[config.mk]
export PLATFORM = sky130hd
export DESIGN_NAME = cap_reload_timer
export DESIGN_NICKNAME = d
export VERILOG_FILES = /design/src/rtl/crt_pkg.sv /design/src/rtl/crt_edge_qual.sv /design/src/rtl/crt_prescaler.sv /design/src/rtl/crt_baud_div.sv /design/src/rtl/cap_reload_timer.sv
export SDC_FILE = /design/constraint.sdc
export NUM_CORES = 1
export LEC_CHECK = 0
export BUFFER_PORTS_ARGS = -buffer_cell sky130_fd_sc_hd__buf_4
export CORE_UTILIZATION = 55
export CTS_CLUSTER_SIZE = 30
export DETAILED_ROUTE_END_ITERATION = 7
export MAX_ROUTING_LAYER = met4
export PLACE_DENSITY_LB_ADDON = 0.08
export SETUP_SLACK_MARGIN = 0.2
export SLEW_MARGIN = 0
export SYNTH_ARGS = -nofsm -noshare
export SYNTH_HDL_FRONTEND = slang
export SYNTH_SLANG_ARGS = --single-unit
[constraint.sdc]
create_clock -name clk -period 2.45 [get_ports clk]
set_clock_uncertainty 0.1 [all_clocks]
set_input_delay 0.3675 -clock clk [delete_from_list [all_inputs] [get_ports clk]]
set_output_delay 0.3675 -clock clk [all_outputs]
set_load 0.05 [all_outputs]
[src/rtl/crt_pkg.sv]
package crt_pkg;
    localparam int unsigned ADDR_W = 3;

    localparam logic [ADDR_W-1:0] A_CNT_LO  = 3'd0;
    localparam logic [ADDR_W-1:0] A_CNT_HI  = 3'd1;
    localparam logic [ADDR_W-1:0] A_HOLD_LO = 3'd2;
    localparam logic [ADDR_W-1:0] A_HOLD_HI = 3'd3;
    localparam logic [ADDR_W-1:0] A_CTL     = 3'd4;
    localparam logic [ADDR_W-1:0] A_EDGE    = 3'd5;
    localparam logic [ADDR_W-1:0] A_FLAGS   = 3'd6;

    localparam int unsigned C_RUN     = 0;
    localparam int unsigned C_EXT_SRC = 1;
    localparam int unsigned C_RELOAD  = 2;
    localparam int unsigned C_EXT_EN  = 3;
    localparam int unsigned C_RX      = 4;
    localparam int unsigned C_TX      = 5;
    localparam int unsigned C_SLOW    = 6;

    localparam int unsigned F_OVF = 0;
    localparam int unsigned F_EXF = 1;

    typedef enum logic [1:0] {
        ST_IDLE    = 2'd0,
        ST_CAPTURE = 2'd1,
        ST_RELOAD  = 2'd2,
        ST_BAUD    = 2'd3
    } tmr_state_t;

    typedef enum logic [1:0] {
        EDGE_NONE = 2'd0,
        EDGE_RISE = 2'd1,
        EDGE_FALL = 2'd2,
        EDGE_BOTH = 2'd3
    } edge_sel_t;

    function automatic tmr_state_t decode_mode(input logic [7:0] ctl);
        tmr_state_t s;
        if (!ctl[C_RUN])
            s = ST_IDLE;                       // GO_IDLE
        else if (ctl[C_RX] || ctl[C_TX])
            s = ST_BAUD;                       // GO_BAUD
        else if (ctl[C_RELOAD])
            s = ST_RELOAD;                     // GO_RELOAD
        else
            s = ST_CAPTURE;                    // GO_CAPTURE
        return s;
    endfunction
endpackage

[src/rtl/crt_edge_qual.sv]
module crt_edge_qual
    import crt_pkg::*;
#(
    parameter int unsigned SYNC_STAGES = 2
) (
    input  logic      clk,
    input  logic      rst_n,
    input  logic      pin,
    input  edge_sel_t sel,
    output logic      pulse
);
    logic [SYNC_STAGES-1:0] sync_q;
    logic                   prev_q;
    logic                   cur;

    generate
        for (genvar i = 0; i < SYNC_STAGES; i++) begin : g_sync
            if (i == 0) begin : g_first
                always_ff @(posedge clk or negedge rst_n) begin
                    if (!rst_n) sync_q[0] <= 1'b0;
                    else        sync_q[0] <= pin;
                end
            end else begin : g_next
                always_ff @(posedge clk or negedge rst_n) begin
                    if (!rst_n) sync_q[i] <= 1'b0;
                    else        sync_q[i] <= sync_q[i-1];
                end
            end
        end
    endgenerate

    assign cur = sync_q[SYNC_STAGES-1];

    always_ff @(posedge clk or negedge rst_n) begin
        if (!rst_n) prev_q <= 1'b0;
        else        prev_q <= cur;
    end

    always_comb begin
        unique case (sel)
            EDGE_NONE: pulse = 1'b0;
            EDGE_RISE: pulse = cur & ~prev_q;
            EDGE_FALL: pulse = ~cur & prev_q;
            EDGE_BOTH: pulse = cur ^ prev_q;
            default:   pulse = 1'b0;
        endcase
    end
endmodule

[src/rtl/crt_prescaler.sv]
module crt_prescaler #(
    parameter int unsigned FAST_DIV = 2,
    parameter int unsigned SLOW_DIV = 32
) (
    input  logic clk,
    input  logic rst_n,
    input  logic run,
    input  logic slow,
    output logic tick
);
    localparam int unsigned PW = (SLOW_DIV > 1) ? $clog2(SLOW_DIV) : 1;
    localparam logic [PW-1:0] FAST_LIM = PW'(FAST_DIV - 1);
    localparam logic [PW-1:0] SLOW_LIM = PW'(SLOW_DIV - 1);

    logic [PW-1:0] div_q;
    logic [PW-1:0] limit;

    assign limit = slow ? SLOW_LIM : FAST_LIM;
    assign tick  = run && (div_q >= limit);

    always_ff @(posedge clk or negedge rst_n) begin
        if (!rst_n)       div_q <= '0;
        else if (!run)    div_q <= '0;
        else if (tick)    div_q <= '0;
        else              div_q <= div_q + 1'b1;
    end


    tick_gap_chk: assert property (@(posedge clk) disable iff (!rst_n)
        tick |=> !tick);
endmodule

[src/rtl/crt_baud_div.sv]
module crt_baud_div #(
    parameter int unsigned RATIO = 16
) (
    input  logic clk,
    input  logic rst_n,
    input  logic active,
    input  logic ovf_evt,
    output logic tick
);
    localparam int unsigned BW = (RATIO > 1) ? $clog2(RATIO) : 1;
    localparam logic [BW-1:0] LAST = BW'(RATIO - 1);

    logic [BW-1:0] ev_q;
    logic          tick_q;

    always_ff @(posedge clk or negedge rst_n) begin
        if (!rst_n) begin
            ev_q   <= '0;
            tick_q <= 1'b0;
        end else if (!active) begin
            ev_q   <= '0;
            tick_q <= 1'b0;
        end else if (ovf_evt) begin
            if (ev_q == LAST) begin
                ev_q   <= '0;
                tick_q <= 1'b1;
            end else begin
                ev_q   <= ev_q + 1'b1;
                tick_q <= 1'b0;
            end
        end else begin
            tick_q <= 1'b0;
        end
    end

    assign tick = tick_q;


    baud_pulse_chk: assert property (@(posedge clk) disable iff (!rst_n)
        tick_q |=> !tick_q);
endmodule

[src/rtl/cap_reload_timer.sv]
module cap_reload_timer
    import crt_pkg::*;
#(
    parameter int unsigned FAST_DIV    = 2,
    parameter int unsigned SLOW_DIV    = 32,
    parameter int unsigned BAUD_RATIO  = 16,
    parameter int unsigned SYNC_STAGES = 2
) (
    input  logic       clk,
    input  logic       rst_n,
    input  logic       wr_en,
    input  logic [2:0] addr,
    input  logic [7:0] wdata,
    output logic [7:0] rdata,
    input  logic       ext_pin,
    output logic       ovf_flag,
    output logic       ext_flag,
    output logic       baud_tick
);
    localparam int unsigned CW = 16;
    localparam logic [CW-1:0] CNT_MAX = '1;

    tmr_state_t    state_q;
    logic [6:0]    ctl_q;
    edge_sel_t     edge_q;
    logic [CW-1:0] cnt_q;
    logic [CW-1:0] hold_q;
    logic          ovf_q;
    logic          exf_q;

    logic wr_cnt_lo, wr_cnt_hi, wr_hold_lo, wr_hold_hi;
    logic wr_ctl, wr_edge, wr_flags, cnt_wr;
    logic edge_pulse, pre_tick;
    logic count_step, ovf_evt, ext_evt;

    logic [CW-1:0] cnt_nx;
    logic          cap_load;
    logic          ovf_set;
    logic          exf_set;
    logic          baud_ovf;

    assign wr_cnt_lo  = wr_en && (addr == A_CNT_LO);
    assign wr_cnt_hi  = wr_en && (addr == A_CNT_HI);
    assign wr_hold_lo = wr_en && (addr == A_HOLD_LO);
    assign wr_hold_hi = wr_en && (addr == A_HOLD_HI);
    assign wr_ctl     = wr_en && (addr == A_CTL);
    assign wr_edge    = wr_en && (addr == A_EDGE);
    assign wr_flags   = wr_en && (addr == A_FLAGS);
    assign cnt_wr     = wr_cnt_lo || wr_cnt_hi;

    crt_edge_qual #(.SYNC_STAGES(SYNC_STAGES)) u_edge (
        .clk   (clk),
        .rst_n (rst_n),
        .pin   (ext_pin),
        .sel   (edge_q),
        .pulse (edge_pulse)
    );

    crt_prescaler #(.FAST_DIV(FAST_DIV), .SLOW_DIV(SLOW_DIV)) u_pre (
        .clk   (clk),
        .rst_n (rst_n),
        .run   ((state_q != ST_IDLE) && !ctl_q[C_EXT_SRC]),
        .slow  (ctl_q[C_SLOW]),
        .tick  (pre_tick)
    );

    crt_baud_div #(.RATIO(BAUD_RATIO)) u_baud (
        .clk     (clk),
        .rst_n   (rst_n),
        .active  (state_q == ST_BAUD),
        .ovf_evt (baud_ovf),
        .tick    (baud_tick)
    );

    assign count_step = (state_q != ST_IDLE) &&
                        (ctl_q[C_EXT_SRC] ? edge_pulse : pre_tick);
    assign ovf_evt    = count_step && (cnt_q == CNT_MAX) && !cnt_wr;
    assign ext_evt    = edge_pulse && ctl_q[C_EXT_EN] && (state_q != ST_IDLE);

    // State register: mode changes only on a control write.
    always_ff @(posedge clk or negedge rst_n) begin
        if (!rst_n)      state_q <= ST_IDLE;
        else if (wr_ctl) state_q <= decode_mode(wdata);
    end

    // Per-state actions.
    always_comb begin
        cnt_nx   = cnt_q;
        cap_load = 1'b0;
        ovf_set  = 1'b0;
        exf_set  = 1'b0;
        baud_ovf = 1'b0;
        unique case (state_q)
            ST_IDLE: begin
                cnt_nx = cnt_q;
            end
            ST_CAPTURE: begin
                cnt_nx   = count_step ? cnt_q + 1'b1 : cnt_q;
                ovf_set  = ovf_evt;
                cap_load = ext_evt;
                exf_set  = ext_evt;
            end
            ST_RELOAD: begin
                if (ovf_evt || ext_evt) cnt_nx = hold_q;
                else if (count_step)    cnt_nx = cnt_q + 1'b1;
                ovf_set = ovf_evt;
                exf_set = ext_evt;
            end
            ST_BAUD: begin
                if (ovf_evt || ext_evt) cnt_nx = hold_q;
                else if (count_step)    cnt_nx = cnt_q + 1'b1;
                baud_ovf = ovf_evt;
                exf_set  = ext_evt;
            end
            default: cnt_nx = cnt_q;
        endcase
    end

    always_ff @(posedge clk or negedge rst_n) begin
        if (!rst_n)         cnt_q <= '0;
        else if (wr_cnt_lo) cnt_q[7:0]  <= wdata;
        else if (wr_cnt_hi) cnt_q[15:8] <= wdata;
        else                cnt_q <= cnt_nx;
    end

    always_ff @(posedge clk or negedge rst_n) begin
        if (!rst_n)          hold_q <= '0;
        else if (cap_load)   hold_q <= cnt_q;
        else if (wr_hold_lo) hold_q[7:0]  <= wdata;
        else if (wr_hold_hi) hold_q[15:8] <= wdata;
    end

    always_ff @(posedge clk or negedge rst_n) begin
        if (!rst_n) begin
            ctl_q  <= '0;
            edge_q <= EDGE_FALL;
        end else begin
            if (wr_ctl)  ctl_q  <= wdata[6:0];
            if (wr_edge) edge_q <= edge_sel_t'(wdata[1:0]);
        end
    end

    always_ff @(posedge clk or negedge rst_n) begin
        if (!rst_n) begin
            ovf_q <= 1'b0;
            exf_q <= 1'b0;
        end else begin
            if (ovf_set)                        ovf_q <= 1'b1;
            else if (wr_flags && !wdata[F_OVF]) ovf_q <= 1'b0;
            if (exf_set)                        exf_q <= 1'b1;
            else if (wr_flags && !wdata[F_EXF]) exf_q <= 1'b0;
        end
    end

    always_comb begin
        case (addr)
            A_CNT_LO:  rdata = cnt_q[7:0];
            A_CNT_HI:  rdata = cnt_q[15:8];
            A_HOLD_LO: rdata = hold_q[7:0];
            A_HOLD_HI: rdata = hold_q[15:8];
            A_CTL:     rdata = {1'b0, ctl_q};
            A_EDGE:    rdata = {6'b0, edge_q};
            A_FLAGS:   rdata = {6'b0, exf_q, ovf_q};
            default:   rdata = 8'h00;
        endcase
    end

    assign ovf_flag = ovf_q;
    assign ext_flag = exf_q;


    cnt_lo_override_chk: assert property (@(posedge clk) disable iff (!rst_n)
        wr_cnt_lo |=> (cnt_q[7:0] == $past(wdata)) && (cnt_q[15:8] == $past(cnt_q[15:8])));


    cnt_hi_override_chk: assert property (@(posedge clk) disable iff (!rst_n)
        wr_cnt_hi |=> (cnt_q[15:8] == $past(wdata)) && (cnt_q[7:0] == $past(cnt_q[7:0])));


    capture_wrap_chk: assert property (@(posedge clk) disable iff (!rst_n)
        (state_q == ST_CAPTURE && count_step && cnt_q == CNT_MAX && !cnt_wr)
        |=> (cnt_q == '0) && ovf_q);


    baud_no_flag_chk: assert property (@(posedge clk) disable iff (!rst_n)
        (state_q == ST_BAUD) |=> !$rose(ovf_q));


    exf_set_wins_chk: assert property (@(posedge clk) disable iff (!rst_n)
        (wr_flags && !wdata[F_EXF] && ext_evt) |=> exf_q);


    pin_count_still_chk: assert property (@(posedge clk) disable iff (!rst_n)
        (state_q == ST_CAPTURE && ctl_q[C_EXT_SRC] && !edge_pulse && !cnt_wr)
        |=> $stable(cnt_q));
endmodule

# ---- After elaboration in Yosys (flattened, before gate mapping)
# Cells that the tools add are included.
dict set report classes {
  n_addsub 3
  n_lt_le_gt_ge 1
  eq_ne 19
  n_mux 33
  bitwise_logic 6
  reduce_logical 37
}
# op n
set ops {}
lappend ops {{8-bit one-hot mux with 7 select lines} 1}
lappend ops {{16-bit 2-to-1 mux} 3}
lappend ops {{8-bit 2-to-1 mux} 6}
lappend ops {{16-bit one-hot mux with 2 select lines} 1}
lappend ops {{16-bit by 1-bit adder with 16-bit output (second input constant)} 1}
lappend ops {{16-bit equality test (second input constant)} 1}
lappend ops {{1-bit logical AND} 16}
lappend ops {{5-bit 2-to-1 mux} 3}
lappend ops {{1-bit 2-to-1 mux} 12}
lappend ops {{4-bit 2-to-1 mux} 3}
lappend ops {{2-bit nonzero test} 5}
lappend ops {{3-bit equality test (second input constant)} 3}
lappend ops {{2-bit equality test (second input constant)} 4}
lappend ops {{2-bit != test (second input constant)} 4}
lappend ops {{3-bit by 2-bit equality test with 1-bit output (second input constant)} 2}
lappend ops {{2-bit 2-to-1 mux} 3}
lappend ops {{2-bit AND reduction} 3}
lappend ops {{5-bit by 1-bit adder with 5-bit output (second input constant)} 1}
lappend ops {{5-bit >= comparator} 1}
lappend ops {{4-bit by 1-bit adder with 4-bit output (second input constant)} 1}
lappend ops {{2-bit by 1-bit equality test with 1-bit output (second input constant)} 2}
lappend ops {{4-bit equality test (second input constant)} 1}
lappend ops {{1-bit logical NOT} 4}
lappend ops {{2-bit logical NOT} 2}
lappend ops {{other kinds (10)} 16}
dict set report totals {
  register_bits 58
  in_bits 15
  out_inout_bits 11
  wordCells 114
}

# ---- Longest topological paths before layout
dict set report logic_depth {
  word_depth 12
  depth_mapped 10
  depth_no_buf 9
}

# ---- Cells and area by module
# A second synthesis with hierarchy kept.
dict set report unflattened {
  cells_unflattened 392
  hier_area_um2 3749.8
}
# mod n_inst cells_each area_per_inst_um2 seq_area_each_um2
set by_module_without_submodules {}
lappend by_module_without_submodules {cap_reload_timer 1 327 3031.7 1127.3}
lappend by_module_without_submodules {crt_prescaler 1 30 342.8 125.1}
lappend by_module_without_submodules {crt_baud_div 1 23 241.5 125.1}
lappend by_module_without_submodules {crt_edge_qual 1 12 133.9 75.1}

# ---- Least setup slack after synthesis
# Ideal clock, no wire load.
dict set report synth_path {
  path_kind {input to output}
  startpoint {in addr[2]}
  endpoint {out rdata[2]}
  arrival_time_ns 2.002
  required_time_ns 1.982
  path_slack_ns -0.020
  stages 4
  path_buffers 2
  cell_sequence {clkbuf_1 -> buf_1 -> mux2i_1 -> o221ai_1}
}
dict set report synth_between {
  elab_chain_len 2
  elab_cells_between_ends 8
}
# element line_no
set synth_lines {}
lappend synth_lines {{start: declaration} cap_reload_timer.sv:12} ;# input logic [2:0] addr,
lappend synth_lines {{3-bit equality test, or another cell as far along} cap_reload_timer.sv:156} ;# case (addr)
lappend synth_lines {{8-bit one-hot mux with 7 select lines *} cap_reload_timer.sv:156}
lappend synth_lines {{end: declaration} cap_reload_timer.sv:14} ;# output logic [7:0] rdata,
# Every way passes the cells marked *; elsewhere a longest branch is shown, timed or not.

# ---- Worst setup path after layout
dict set report layout_path {
  startpoint {reg ctl_q[6]}
  endpoint {reg cnt_q[4]}
}
dict set report layout_between {
  elab_chain_len 12
  elab_cells_between_ends 13
}
# element line_no
set layout_lines {}
lappend layout_lines {{start: declaration} cap_reload_timer.sv:24} ;# logic [6:0] ctl_q;
lappend layout_lines {{start signal: assignment} cap_reload_timer.sv:138} ;# if (wr_ctl) ctl_q <= wdata[6:0];
lappend layout_lines {{5-bit 2-to-1 mux *} crt_prescaler.sv:18} ;# assign limit = slow ? SLOW_LIM : FAST_LIM;
lappend layout_lines {{5-bit >= comparator *} crt_prescaler.sv:19} ;# assign tick = run && (div_q >= limit);
lappend layout_lines {{1-bit logical AND *} crt_prescaler.sv:19}
lappend layout_lines {{1-bit 2-to-1 mux *} cap_reload_timer.sv:76} ;# (ctl_q[C_EXT_SRC] ? edge_pulse : pre_tick);
lappend layout_lines {{1-bit logical AND *} cap_reload_timer.sv:75} ;# assign count_step = (state_q != ST_IDLE) &&
lappend layout_lines {{1-bit logical AND (2 in a row)} cap_reload_timer.sv:77} ;# assign ovf_evt = count_step && (cnt_q == CNT_MAX) && !cnt_wr;
lappend layout_lines {{1-bit logical OR} {cap_reload_timer.sv:104, cap_reload_timer.sv:110}}
lappend layout_lines {{16-bit 2-to-1 mux} cap_reload_timer.sv:104} ;# if (ovf_evt || ext_evt) cnt_nx = hold_q;
lappend layout_lines {{16-bit one-hot mux with 2 select lines *} cap_reload_timer.sv:93} ;# unique case (state_q)
lappend layout_lines {{8-bit 2-to-1 mux *} cap_reload_timer.sv:122} ;# else if (wr_cnt_hi) cnt_q[15:8] <= wdata;
lappend layout_lines {{8-bit 2-to-1 mux *} cap_reload_timer.sv:121} ;# else if (wr_cnt_lo) cnt_q[7:0] <= wdata;
lappend layout_lines {{end signal: assignment} cap_reload_timer.sv:121}
lappend layout_lines {{end signal: assignment} cap_reload_timer.sv:123} ;# else cnt_q <= cnt_nx;
lappend layout_lines {{end: declaration} cap_reload_timer.sv:26} ;# logic [CW-1:0] cnt_q;
# Every way passes the cells marked *; elsewhere a longest branch is shown, timed or not. The select of a mux whose other input is x is not followed.
# A chain may end at the register's enable or synchronous reset.

==> metrics.txt <==
# TYPE chip_impl_metric gauge
chip_impl_metric{name="grt_pass1_wl",unit="um"} 16700
chip_impl_metric{name="drt-initial-drc-count",unit=""} 325
chip_impl_metric{name="initial_antenna_violation_count",unit=""} 0
chip_impl_info{name="critPathCaptureType",value="flop"} 1
chip_impl_info{name="regToRegStartpoint",value="ctl_q[6]"} 1
chip_impl_info{name="crit_path_start_kind",value="flop"} 1
chip_impl_metric{name="top_level_ports",unit=""} 26
chip_impl_info{name="ys_top_cells_by_area",value="sky130_fd_sc_hd__dfrtp_1, sky130_fd_sc_hd__mux2i_1, sky130_fd_sc_hd__ha_1, sky130_fd_sc_hd__nor2_1, sky130_fd_sc_hd__a21oi_1"} 1
chip_impl_metric{name="post_dp_hpwl",unit="um"} 7440
chip_impl_metric{name="slew_headroom",unit="%"} 50.2
chip_impl_metric{name="dpl-instance-area",unit="um^2"} 4120
chip_impl_metric{name="lkg_pwr",unit="nW"} 2.00
chip_impl_metric{name="number_of_nets_produced_by_synthesis",unit=""} 398
chip_impl_metric{name="detail_route.first_pass.iterations",unit=""} 5
chip_impl_metric{name="die_height",unit="um"} 83.0
chip_impl_metric{name="syn_area_per_cell",unit="um^2"} 9.76
chip_impl_metric{name="floorplan_row_count",unit=""} 29
chip_impl_metric{name="grt_pass1_vias",unit=""} 3138
chip_impl_info{name="tritoncts",value="done"} 1
chip_impl_metric{name="clock_path_buffers",unit=""} 2
chip_impl_metric{name="final_layout_size_suffix_gt1_share",unit="%"} 30.0
chip_impl_metric{name="synth_top_area_share",unit="%"} 39.5
chip_impl_metric{name="ff_latch_count_synth",unit=""} 58
chip_impl_metric{name="critPathMaxFanout",unit=""} 8
chip_impl_metric{name="gp_weighted_congestion",unit=""} 1.02
chip_impl_metric{name="maxCapViolCount",unit=""} 0
chip_impl_metric{name="clock_network_latency_to_the_later_pin_of_the_worst_skew_pair",unit="ps"} 340
chip_impl_metric{name="ff2ff_setup_slack",unit="ps"} -10
chip_impl_metric{name="cts_sinks",unit=""} 58
chip_impl_metric{name="layout.nets",unit=""} 466
chip_impl_metric{name="p_total",unit="mW"} 4.08
chip_impl_metric{name="place.port_buffers",unit=""} 25
chip_impl_metric{name="finalHoldViolations",unit=""} 7
chip_impl_info{name="grt_setup_unrepaired",value="yes"} 1
chip_impl_info{name="failing_checks",value="hold timing, setup timing"} 1
chip_impl_metric{name="grtUsageMet1",unit="%"} 45.4
chip_impl_metric{name="setup_viol_count_final",unit=""} 1
chip_impl_metric{name="achievable-frequency",unit="MHz"} 406
chip_impl_info{name="clockRootBuffer",value="sky130_fd_sc_hd__clkbuf_8"} 1
chip_impl_metric{name="routed_wire_length_per_instance",unit="um"} 20.2
chip_impl_metric{name="synth-edff-count",unit=""} 0
chip_impl_info{name="r2r-end",value="cnt_q[4]"} 1
chip_impl_metric{name="synth.yosys.warnings",unit=""} 0
chip_impl_info{name="critPathLaunch",value="ctl_q[6]"} 1
chip_impl_metric{name="power_density",unit="nW/um^2"} 900
chip_impl_metric{name="flow.area_growth_from_synthesis",unit="%"} 25.7
chip_impl_info{name="min_path_type",value="in2async"} 1
chip_impl_info{name="status",value="finished with violations"} 1
chip_impl_metric{name="fin_worst_hold_slack",unit="ps"} -11.6
chip_impl_info{name="busiest_layer",value="met2"} 1
chip_impl_metric{name="initial_core_util",unit="%"} 56.8
chip_impl_metric{name="yosys.cell_types.count",unit=""} 58
chip_impl_metric{name="synth-seq-area-share",unit="%"} 40.2
chip_impl_metric{name="totalWireLength",unit="um"} 10500
chip_impl_metric{name="viasPerCell",unit=""} 6.36
chip_impl_metric{name="postCtsHoldBufs",unit=""} 0
chip_impl_metric{name="cp_data_arrival_time",unit="ps"} 2550
chip_impl_metric{name="max_slew_violation_count",unit=""} 0
chip_impl_metric{name="clk_transition_reported_paths",unit="ps"} 70
chip_impl_metric{name="number_of_buffers_added_by_the_clock_tree_synthesis_step",unit=""} 9
chip_impl_metric{name="syn_area",unit="um^2"} 3610
chip_impl_info{name="critical_path_class",value="reg2reg"} 1
chip_impl_metric{name="cp_data_required_time",unit="ps"} 2540
chip_impl_metric{name="dieWidth",unit="um"} 83.0
chip_impl_info{name="final_cell_mix",value="sky130_fd_sc_hd__buf_4, sky130_fd_sc_hd__dfrtp_1, sky130_fd_sc_hd__nor2_1"} 1
chip_impl_metric{name="via_count",unit=""} 3309
chip_impl_metric{name="grt_overflow_total",unit=""} 0
chip_impl_metric{name="place_ws",unit="ps"} -34.5
chip_impl_metric{name="post_route_design_area",unit="um^2"} 4540
chip_impl_metric{name="cts_h_tree_lvls",unit=""} 3
chip_impl_metric{name="timing.final.crit_period",unit="ps"} 2460
chip_impl_metric{name="groute.layer.met2.usage",unit="%"} 47.9
chip_impl_metric{name="detail-route-antenna-nets",unit=""} 0
chip_impl_metric{name="worst-r2r-cell-count",unit=""} 10
chip_impl_metric{name="met3_usage",unit="%"} 5.37
chip_impl_metric{name="proportion_of_register_bits_with_asynchronous_set_or_reset_after_synthesis",unit="%"} 100
chip_impl_metric{name="vdd_drop_max",unit="mV"} 0.738
chip_impl_metric{name="die_area",unit="um^2"} 6890
chip_impl_metric{name="design.core.area",unit="um^2"} 6350
chip_impl_metric{name="grt_usage",unit="%"} 32.2
chip_impl_metric{name="setup_ws",unit="ps"} -14.5
chip_impl_metric{name="pin_count_of_the_biggest_net_entering_global_routing",unit=""} 59
chip_impl_metric{name="post_syn_instances",unit=""} 370
chip_impl_metric{name="max_slew.worst_pin.slew",unit="ps"} 747
chip_impl_info{name="most_frequent_standard_cell_in_the_layout_excluding_fill_and_tap_cells",value="sky130_fd_sc_hd__buf_4"} 1
chip_impl_metric{name="diodes",unit=""} 0
chip_impl_info{name="synth.largest_area_cell",value="sky130_fd_sc_hd__dfrtp_1"} 1
chip_impl_metric{name="final_min_period_over_clock_period",unit="%"} 101
chip_impl_metric{name="drc",unit=""} 0
chip_impl_info{name="dominantRegCellSynth",value="sky130_fd_sc_hd__dfrtp_1"} 1
-- Yosys cell counts (all sizes together) (2+ instances only) --
cell and n:
o31ai 9, a22oi 5, a222oi 10, nand2 28
a221o 3, o21ai 9, dfrtp 57, and2 8
mux2 9, nor2b 7, a21oi 26, clkbuf 12
nand4 4, inv 11, nor3 4, buf 8
and3 4, mux4 3, a22o 3, ha 13
o22ai 3, xnor2 11, nor2 39, nand3 15
a31oi 3, o221ai 4, xor2 8, nand2b 3
a21boi 3, nand3b 2, a211oi 3, mux2i 26
-- per-layer routing --
layer  vias up  part of all wire [%]
met1      1632                    43
met4         0                   2.3
met3        17                   7.4
li1       1497                     -
met5         -                     0
met2       163                    47
-- area by class of cell --
class | instances | area (um^2)
multi-input combinational | 281 | 2170
timing repair buffer | 77 | 589
sequential | 58 | 1450
clock buffer | 14 | 173
inverter | 11 | 43.8
fill | 465 | 1810
tap | 77 | 96.3
clock inverter | 2 | 10.0
-- worst max-delay path by stage --
stage,to,slack (ps)
after floorplan,rdata[2],-20
after global placement,cnt_q[9],40
after detailed placement,cnt_q[13],-30
after CTS,cnt_q[5],70
after global routing,cnt_q[4],-100
final,cnt_q[4],-10
-- where the power goes --
group | switching, mW | leakage (nW) | internal [mW]
sequential | 0.320 | 0.713 | 1.27
clock | 0.378 | 0.0965 | 0.448
combinational | 0.925 | 1.19 | 0.746
total | 1.62 | 2.00 | 2.46
-- logic make-up after synthesis --
group / after synthesis / share of synthesized area (%)
AO/OA/AOI/OAI: 91 / 18.2
XOR/XNOR: 19 / 4.61
adder cells (fa/ha/maj): 13 / 4.51
buffers and inverters: 31 / 4.06
flip-flops: 58 / 40.2
multiplexers: 38 / 11.9
AND/OR/NAND/NOR: 120 / 16.5
-- sequential cells by signal, summed over array words and instances (netlist names) --
register / flops
cnt_q: 16
state_q: 2
ctl_q: 7
edge_q: 2
u_baud.ev_q: 4
u_baud.tick: 1
u_pre.div_q: 5
u_edge.cur: 1
ext_flag: 1
u_edge.sync_q: 1
ovf_flag: 1
u_edge.prev_q: 1
hold_q: 16
-- per-stage QoR --
step / setup TNS (ps) / instances / utilization (%)
finish: -14.5 / 520 / 71.4
global route: -374 / 520 / 71.4
CTS: 0 / 513 / 69.6
detailed placement: -89.1 / 491 / 64.8
global placement: 0 / 491 / 64.8
floorplan: -78.7 / 370 / -
-- what timing repair did --
item                       4_1_cts  5_1_grt
cloned                           0        0
setup endpoints to repair       18       21
pin swaps                       17       13
resized for setup               14       15
setup buffers                    6        7
-- critical path, stage by stage, from the launching register on --
cell	delay, ps
sky130_fd_sc_hd__dfrtp_1	410
sky130_fd_sc_hd__inv_4	130
sky130_fd_sc_hd__ha_4	210
sky130_fd_sc_hd__o211ai_1	200
sky130_fd_sc_hd__o21a_2	190
sky130_fd_sc_hd__nor3_4	50
sky130_fd_sc_hd__o2111ai_2	230
sky130_fd_sc_hd__a211oi_2	120
sky130_fd_sc_hd__buf_4	190
sky130_fd_sc_hd__a222oi_1	350
sky130_fd_sc_hd__o31ai_1	150
Note: power is estimated with default switching activity, not from simulation.
